===== src/rtl/rrp_pkg.sv =====
package rrp_pkg;

  typedef struct packed {
    logic       ok;
    logic [2:0] pos;
  } hall_pos_t;

  typedef enum logic [1:0] {
    MV_NONE = 2'd0,
    MV_FWD  = 2'd1,
    MV_BWD  = 2'd2
  } move_t;

  // map a Hall code to a rotor position 0..5; 000 and 111 are invalid
  function automatic hall_pos_t code_to_pos(input logic [2:0] h);
    hall_pos_t r;
    r.ok  = 1'b1;
    r.pos = 3'd0;
    case (h)
      3'b101: r.pos = 3'd0;
      3'b100: r.pos = 3'd1;
      3'b110: r.pos = 3'd2;
      3'b010: r.pos = 3'd3;
      3'b011: r.pos = 3'd4;
      3'b001: r.pos = 3'd5;
      default: r.ok = 1'b0;
    endcase
    return r;
  endfunction

  // (b - a) modulo 6
  function automatic logic [2:0] pos_diff(input logic [2:0] a, input logic [2:0] b);
    logic [3:0] t;
    t = {1'b0, b} + 4'd6 - {1'b0, a};
    if (t >= 4'd6) t = t - 4'd6;
    return t[2:0];
  endfunction

  // class a one-position move against the commanded direction
  function automatic move_t classify(input logic [2:0] d, input logic dir);
    move_t m;
    m = MV_NONE;
    if (d == 3'd1)      m = dir ? MV_BWD : MV_FWD;
    else if (d == 3'd5) m = dir ? MV_FWD : MV_BWD;
    return m;
  endfunction

endpackage


===== src/rtl/rrp_step_tracker.sv =====
module rrp_step_tracker
  import rrp_pkg::*;
#(
  parameter int REV_STEPS = 3
) (
  input  logic       clk,
  input  logic       rst_n,
  input  logic [2:0] hall,
  input  logic       dir_sel,
  output logic [2:0] pos,
  output logic       fwd_step,
  output logic       bwd_step,
  output logic       reversing
);

  localparam int AW = $clog2(REV_STEPS + 1);

  hall_pos_t cur;
  move_t     mv;
  logic      have_prev;
  logic [AW-1:0] back_cnt;

  always_comb begin
    cur      = code_to_pos(hall);
    mv       = classify(pos_diff(pos, cur.pos), dir_sel);
    fwd_step = cur.ok && have_prev && (mv == MV_FWD);
    bwd_step = cur.ok && have_prev && (mv == MV_BWD);
  end

  always_ff @(posedge clk or negedge rst_n) begin
    if (!rst_n) begin
      pos       <= 3'd0;
      have_prev <= 1'b0;
      back_cnt  <= '0;
    end else begin
      if (cur.ok) begin
        pos       <= cur.pos;
        have_prev <= 1'b1;
      end
      if (fwd_step)
        back_cnt <= '0;
      else if (bwd_step && (back_cnt < AW'(REV_STEPS)))
        back_cnt <= back_cnt + 1'b1;
    end
  end

  assign reversing = (back_cnt >= AW'(REV_STEPS));

endmodule


===== src/rtl/rrp_grace_timer.sv =====
module rrp_grace_timer #(
  parameter int LOCK_TICKS = 8
) (
  input  logic clk,
  input  logic rst_n,
  input  logic arm,
  input  logic tick,
  output logic trip
);

  localparam int CW = $clog2(LOCK_TICKS + 1);

  logic [CW-1:0] cnt;

  assign trip = arm && tick && (cnt == CW'(LOCK_TICKS - 1));

  always_ff @(posedge clk or negedge rst_n) begin
    if (!rst_n)       cnt <= '0;
    else if (!arm)    cnt <= '0;
    else if (trip)    cnt <= '0;
    else if (tick)    cnt <= cnt + 1'b1;
  end

endmodule


===== src/rtl/rrp_fault_latch.sv =====
module rrp_fault_latch #(
  parameter int STOP_HOLD = 4,
  parameter int CLR_TICKS = 2
) (
  input  logic clk,
  input  logic rst_n,
  input  logic en,
  input  logic trip,
  input  logic stop_req,
  input  logic duty_zero,
  input  logic tick,
  output logic fault,
  output logic clear_evt
);

  localparam int SW = $clog2(STOP_HOLD + 1);
  localparam int ZW = $clog2(CLR_TICKS + 1);

  logic [SW-1:0] stop_cnt;
  logic [ZW-1:0] zero_cnt;
  logic          stop_clr;
  logic          zero_clr;

  assign stop_clr  = stop_req && (stop_cnt == SW'(STOP_HOLD - 1));
  assign zero_clr  = duty_zero && tick && (zero_cnt == ZW'(CLR_TICKS - 1));
  assign clear_evt = stop_clr || zero_clr;

  always_ff @(posedge clk or negedge rst_n) begin
    if (!rst_n) begin
      stop_cnt <= '0;
      zero_cnt <= '0;
      fault    <= 1'b0;
    end else begin
      if (!stop_req)                             stop_cnt <= '0;
      else if (stop_cnt < SW'(STOP_HOLD - 1))    stop_cnt <= stop_cnt + 1'b1;

      if (!duty_zero)                                 zero_cnt <= '0;
      else if (tick && (zero_cnt < ZW'(CLR_TICKS - 1))) zero_cnt <= zero_cnt + 1'b1;

      if (!en)            fault <= 1'b0;
      else if (clear_evt) fault <= 1'b0;
      else if (trip)      fault <= 1'b1;
    end
  end

endmodule


===== src/rtl/rev_rotation_guard.sv =====
module rev_rotation_guard #(
  parameter int REV_STEPS  = 3,
  parameter int LOCK_TICKS = 8,
  parameter int STOP_HOLD  = 4,
  parameter int CLR_TICKS  = 2
) (
  input  logic       clk,
  input  logic       rst_n,
  input  logic [2:0] hall,
  input  logic       dir_sel,
  input  logic       guard_n,
  input  logic       drive_on,
  input  logic       duty_zero,
  input  logic       stop_req,
  input  logic       ref_tick,
  output logic       all_off
);

  logic       en_w;
  logic [2:0] pos_w;
  logic       fwd_w;
  logic       bwd_w;
  logic       rev_w;
  logic       arm_w;
  logic       trip_w;
  logic       fault_w;
  logic       clear_w;

  assign en_w = !guard_n;

  rrp_step_tracker #(.REV_STEPS(REV_STEPS)) u_track (
    .clk       (clk),
    .rst_n     (rst_n),
    .hall      (hall),
    .dir_sel   (dir_sel),
    .pos       (pos_w),
    .fwd_step  (fwd_w),
    .bwd_step  (bwd_w),
    .reversing (rev_w)
  );

  assign arm_w = en_w && drive_on && !stop_req && !duty_zero && rev_w && !fault_w;

  rrp_grace_timer #(.LOCK_TICKS(LOCK_TICKS)) u_timer (
    .clk   (clk),
    .rst_n (rst_n),
    .arm   (arm_w),
    .tick  (ref_tick),
    .trip  (trip_w)
  );

  rrp_fault_latch #(.STOP_HOLD(STOP_HOLD), .CLR_TICKS(CLR_TICKS)) u_latch (
    .clk       (clk),
    .rst_n     (rst_n),
    .en        (en_w),
    .trip      (trip_w),
    .stop_req  (stop_req),
    .duty_zero (duty_zero),
    .tick      (ref_tick),
    .fault     (fault_w),
    .clear_evt (clear_w)
  );

  assign all_off = en_w && (fault_w || duty_zero);

endmodule


===== config.mk =====
export PLATFORM = sky130hd
export DESIGN_NAME = rev_rotation_guard
export DESIGN_NICKNAME = d
export VERILOG_FILES = /design/src/rtl/rrp_pkg.sv /design/src/rtl/rrp_step_tracker.sv /design/src/rtl/rrp_grace_timer.sv /design/src/rtl/rrp_fault_latch.sv /design/src/rtl/rev_rotation_guard.sv
export SDC_FILE = /design/constraint.sdc
export NUM_CORES = 1
export LEC_CHECK = 0
export BUFFER_PORTS_ARGS = -buffer_cell sky130_fd_sc_hd__buf_2
export CAP_MARGIN = 20
export CORE_UTILIZATION = 51
export DETAILED_ROUTE_END_ITERATION = 10
export HOLD_SLACK_MARGIN = 0.06
export PLACE_DENSITY_LB_ADDON = 0.2
export SETUP_SLACK_MARGIN = 0.02
export SYNTH_ARGS = -nofsm -noshare
export SYNTH_HDL_FRONTEND = slang
export SYNTH_SLANG_ARGS = --single-unit

===== constraint.sdc =====
create_clock -name clk -period 2.3 [get_ports clk]
set_input_delay 0.23 -clock clk [delete_from_list [all_inputs] [get_ports clk]]
set_output_delay 0.23 -clock clk [all_outputs]
set_load 0.01 [all_outputs]

==> impl_metrics.py <==
metrics = {
    "clock_tree": {
        "clockBufferDepth": 2,
        "cts_tree": "done",
        "h-tree-depth": 1,
        "clock-sinks": 16,
        "worstSkewPairLatency_ns": 0.29,
        "root_buffer": "clkbuf_4",
        "clk_pin_slew_ns": 0.10,
        "cts_buffers": 3,
    },
    "placed_design": {
        "port_buffers": 11,
        "hpwl_mm": 1.547,
        "gp_congestion": 0.7916,
        "dpl-instance-area_um2": 1232,
    },
    "global_routing": {
        "grt_max_degree": 17,
        "grt_pass1_vias": 866,
        "antenna_found_initial": 0,
        "grt_use_total": 0.2019,
        "grt_pass1_wl_mm": 3.698,
        "grt_overflow": 0,
    },
    "drt": {
        "dr_total_vias": 885,
        "ant_nets": 0,
        "wl_mm": 2.024,
        "firstDrtPassIters": 4,
        "drc_errors": 0,
        "post_drt_via_cell_ratio": 5.206,
        "drt_iter0_drc": 14,
        "wl_per_cell_um": 11.91,
    },
    "critical_path": {
        "crit_fanout": 4,
        "slowest_stage": "dfrtp_1",
        "crit_path_end_kind": "register",
        "crit_path_start_kind": "register",
        "path_delay_family": "adder cells",
        "cpPeakStageDelay_ns": 0.42,
        "crit_required_ns": 2.49,
        "path_common_cell": "a21oi_2",
        "r2r_cells": 10,
        "worst-path-buf-inv": 2,
        "r2r_setup_slack_ns": -0.04,
        "crit_type": "register to register",
        "crit_arrival_ns": 2.53,
        "r2r-end": "u_track.back_cnt[0]",
        "rr_startpoint": "u_track.pos[1]",
        "cp_cell_sequence": "ha_1, inv_1, ha_2, fa_2, xor2_2, buf_4, o211ai_1, o311ai_4, a21oi_2, a21oi_2",
        "crit_start": "u_track.pos[1]",
    },
    "yosys": {
        "synth_warnings": 0,
        "syn-instance-count": 122,
        "ys_types": 37,
        "avgSynthCellArea_um2": 9.005,
        "synth_area_um2": 1099,
        "synth_nets": 144,
        "ys_seq_area_frac": 0.3645,
        "ys_ff_latch": 16,
    },
    "floorplan": {
        "die_y_um": 48.41,
        "rows": 16,
        "core_um2": 2002,
        "initial_core_util": 0.5488,
        "die_w_um": 48.41,
        "die_area_um2": 2344,
        "pin_count": 12,
    },
    "layout": {
        "layout_commonest_cell": "dfrtp_1",
        "fill_cells": 162,
        "final_layout_size_suffix_gt1_frac": 0.2587,
        "final_area_um2": 1318,
        "mostFrequentLayoutCells": "16 x dfrtp_1, 15 x inv_1, 11 x nand2_1, 11 x buf_2, 10 x nor2_1",
        "n_antenna_cell": 0,
        "fin_util": 0.6581,
        "area_growth_pct": 19.93,
        "nets": 166,
    },
    "run": {
        "maxCapViolCount": 0,
    },
    "power": {
        "power.leakage_nw": 0.6183,
        "p_total_uw": 967.4,
        "powerDensity_nw_per_um2": 734.3,
        "ir_worst_vdd_mv": 0.6823,
    },
    "sta": {
        "drv_slew": 0,
        "setup_violations": 2,
        "slew_headroom": 0.7244,
        "rsz0062_at_grt": "true",
        "tightest_slew_ns": 0.4115,
        "post-route-worst-setup-slack_ns": -0.03994,
        "final_hold_viol_count": 0,
        "finalCritPeriodShare": 1.017,
        "finClkSkew_ns": 0.01031,
        "timing.setup.tns_ns": -0.07864,
        "max_freq_mhz": 427.4,
        "fin_crit_ns": 2.340,
    },
    "min_path": {
        "holdPathEnd": "u_latch.fault",
        "holdCritStartpoint": "guard_n",
        "hold_class": "primary input to register",
        "holdPathStages": 2,
    },
    "run_status": {
        "violations": "setup timing",
        "outcome": "finished, violations left",
    },
}
-- metal layers --
metal,GRT usage,vias up,share of wire
li1,-,457,-
met5,0,-,0
met2,0.3592,11,0.50
met4,0.04412,0,0.0069
met1,0.2480,415,0.46
met3,0.04717,2,0.028
-- how the worst max path moves through the flow --
stage                                     end  slack (ns)  depth (start not counted)
final                     u_track.back_cnt[0]       -0.04                         10
after global routing      u_track.back_cnt[0]       -0.15                         10
after CTS                 u_track.back_cnt[1]       -0.02                         10
after detailed placement  u_track.back_cnt[1]       -0.15                         12
after global placement    u_track.back_cnt[1]       -0.06                         11
after floorplan           u_track.back_cnt[1]      -0.007                         11
-- timing repair --
item | 4_1_cts | 5_1_grt
hold endpoints to repair | 16 | 0
hold buffers | 1 | 0
setup buffers | 2 | 0
endpoints found under the setup margin | 2 | 2
pin swaps | 5 | 2
gates resized for setup | 1 | 3
-- cell families after synthesis --
| family | after synthesis | share of synthesized area |
|---|---|---|
| buffers and inverters | 19 | 0.07858 |
| xor gates and xnor gates | 4 | 0.03873 |
| AOI/OAI and AO/OA | 28 | 0.1788 |
| muxes | 1 | 0.009112 |
| adders and majority gates | 11 | 0.1321 |
| and+or+nand+nor | 43 | 0.1982 |
| DFF | 16 | 0.3645 |
-- Yosys cell counts --
cell        n  share of area
o31a_1      1         0.0080
o22ai_1     1         0.0057
xor2_1      2          0.016
o31ai_2     1          0.011
nand3b_1    1         0.0068
a2111oi_2   1          0.014
o311ai_2    1          0.015
buf_6       1          0.010
o21ai_0     7          0.032
xor2_2      1          0.015
o221ai_1    1         0.0080
dfrtp_1    16           0.36
o211ai_1    2          0.014
mux2i_1     1         0.0091
nor3_1      1         0.0046
or2b_1      1         0.0068
nor2_1     10          0.034
or3_1       1         0.0057
inv_1      15          0.051
xnor2_1     1         0.0080
a31oi_1     1         0.0057
o21ai_1     1         0.0046
o21a_1      1         0.0068
a21oi_1     6          0.027
and2_1      1         0.0057
nand4_1     2          0.011
nand2b_1    6          0.034
or2_4       1         0.0080
ha_1       10           0.11
buf_4       2          0.014
fa_1        1          0.018
clkbuf_1    1         0.0034
a21boi_0    4          0.027
and3_1      2          0.011
nor3_2      1         0.0091
nand2_1    11          0.038
nand3_1     5          0.023
-- report_power, final --
| group | switching, mW | leakage, nW | total, mW | internal, mW |
|---|---|---|---|---|
| logic | 0.210 | 0.391 | 0.405 | 0.196 |
| clock network | 0.0931 | 0.0210 | 0.189 | 0.0964 |
| registers | 0.0429 | 0.206 | 0.373 | 0.330 |
| total | 0.346 | 0.618 | 0.967 | 0.622 |
-- worst reg2reg max path, cell delays in order (launching register included) --
cell and delay [ns]:
dfrtp_1 0.42, ha_1 0.29, inv_1 0.04, ha_2 0.17, fa_2 0.35, xor2_2 0.16
buf_4 0.14, o211ai_1 0.27, o311ai_4 0.18, a21oi_2 0.17, a21oi_2 0.04
-- cell type report --
cell class                 instances  area (um^2)  area share
tap                               27        33.78     0.02564
multi-input combinational         87        658.1      0.4995
inverter                          15        56.30     0.04274
clock buffer                       4        36.28     0.02754
sequential                        16        400.4      0.3039
timing repair buffer              21        132.6      0.1007
-- metrics by stage --
stage	worst slack [ns]	hold WS, ns	instances
floorplan	-0.006855	-0.06559	122
global placement	-0.06274	0.1547	163
detailed placement	-0.1490	0.1643	163
CTS	-0.01985	0.1218	170
global route	-0.1461	0.1280	170
finish	-0.03994	0.1353	170
-- registers in the layout, indices dropped and copies added, names as in the netlist --
name,flops
u_track.pos,3
u_latch.fault,1
u_latch.zero_cnt,2
u_track.back_cnt,2
u_timer.cnt,4
u_latch.stop_cnt,3
u_track.have_prev,1
Power figures use the tool's default switching activity.
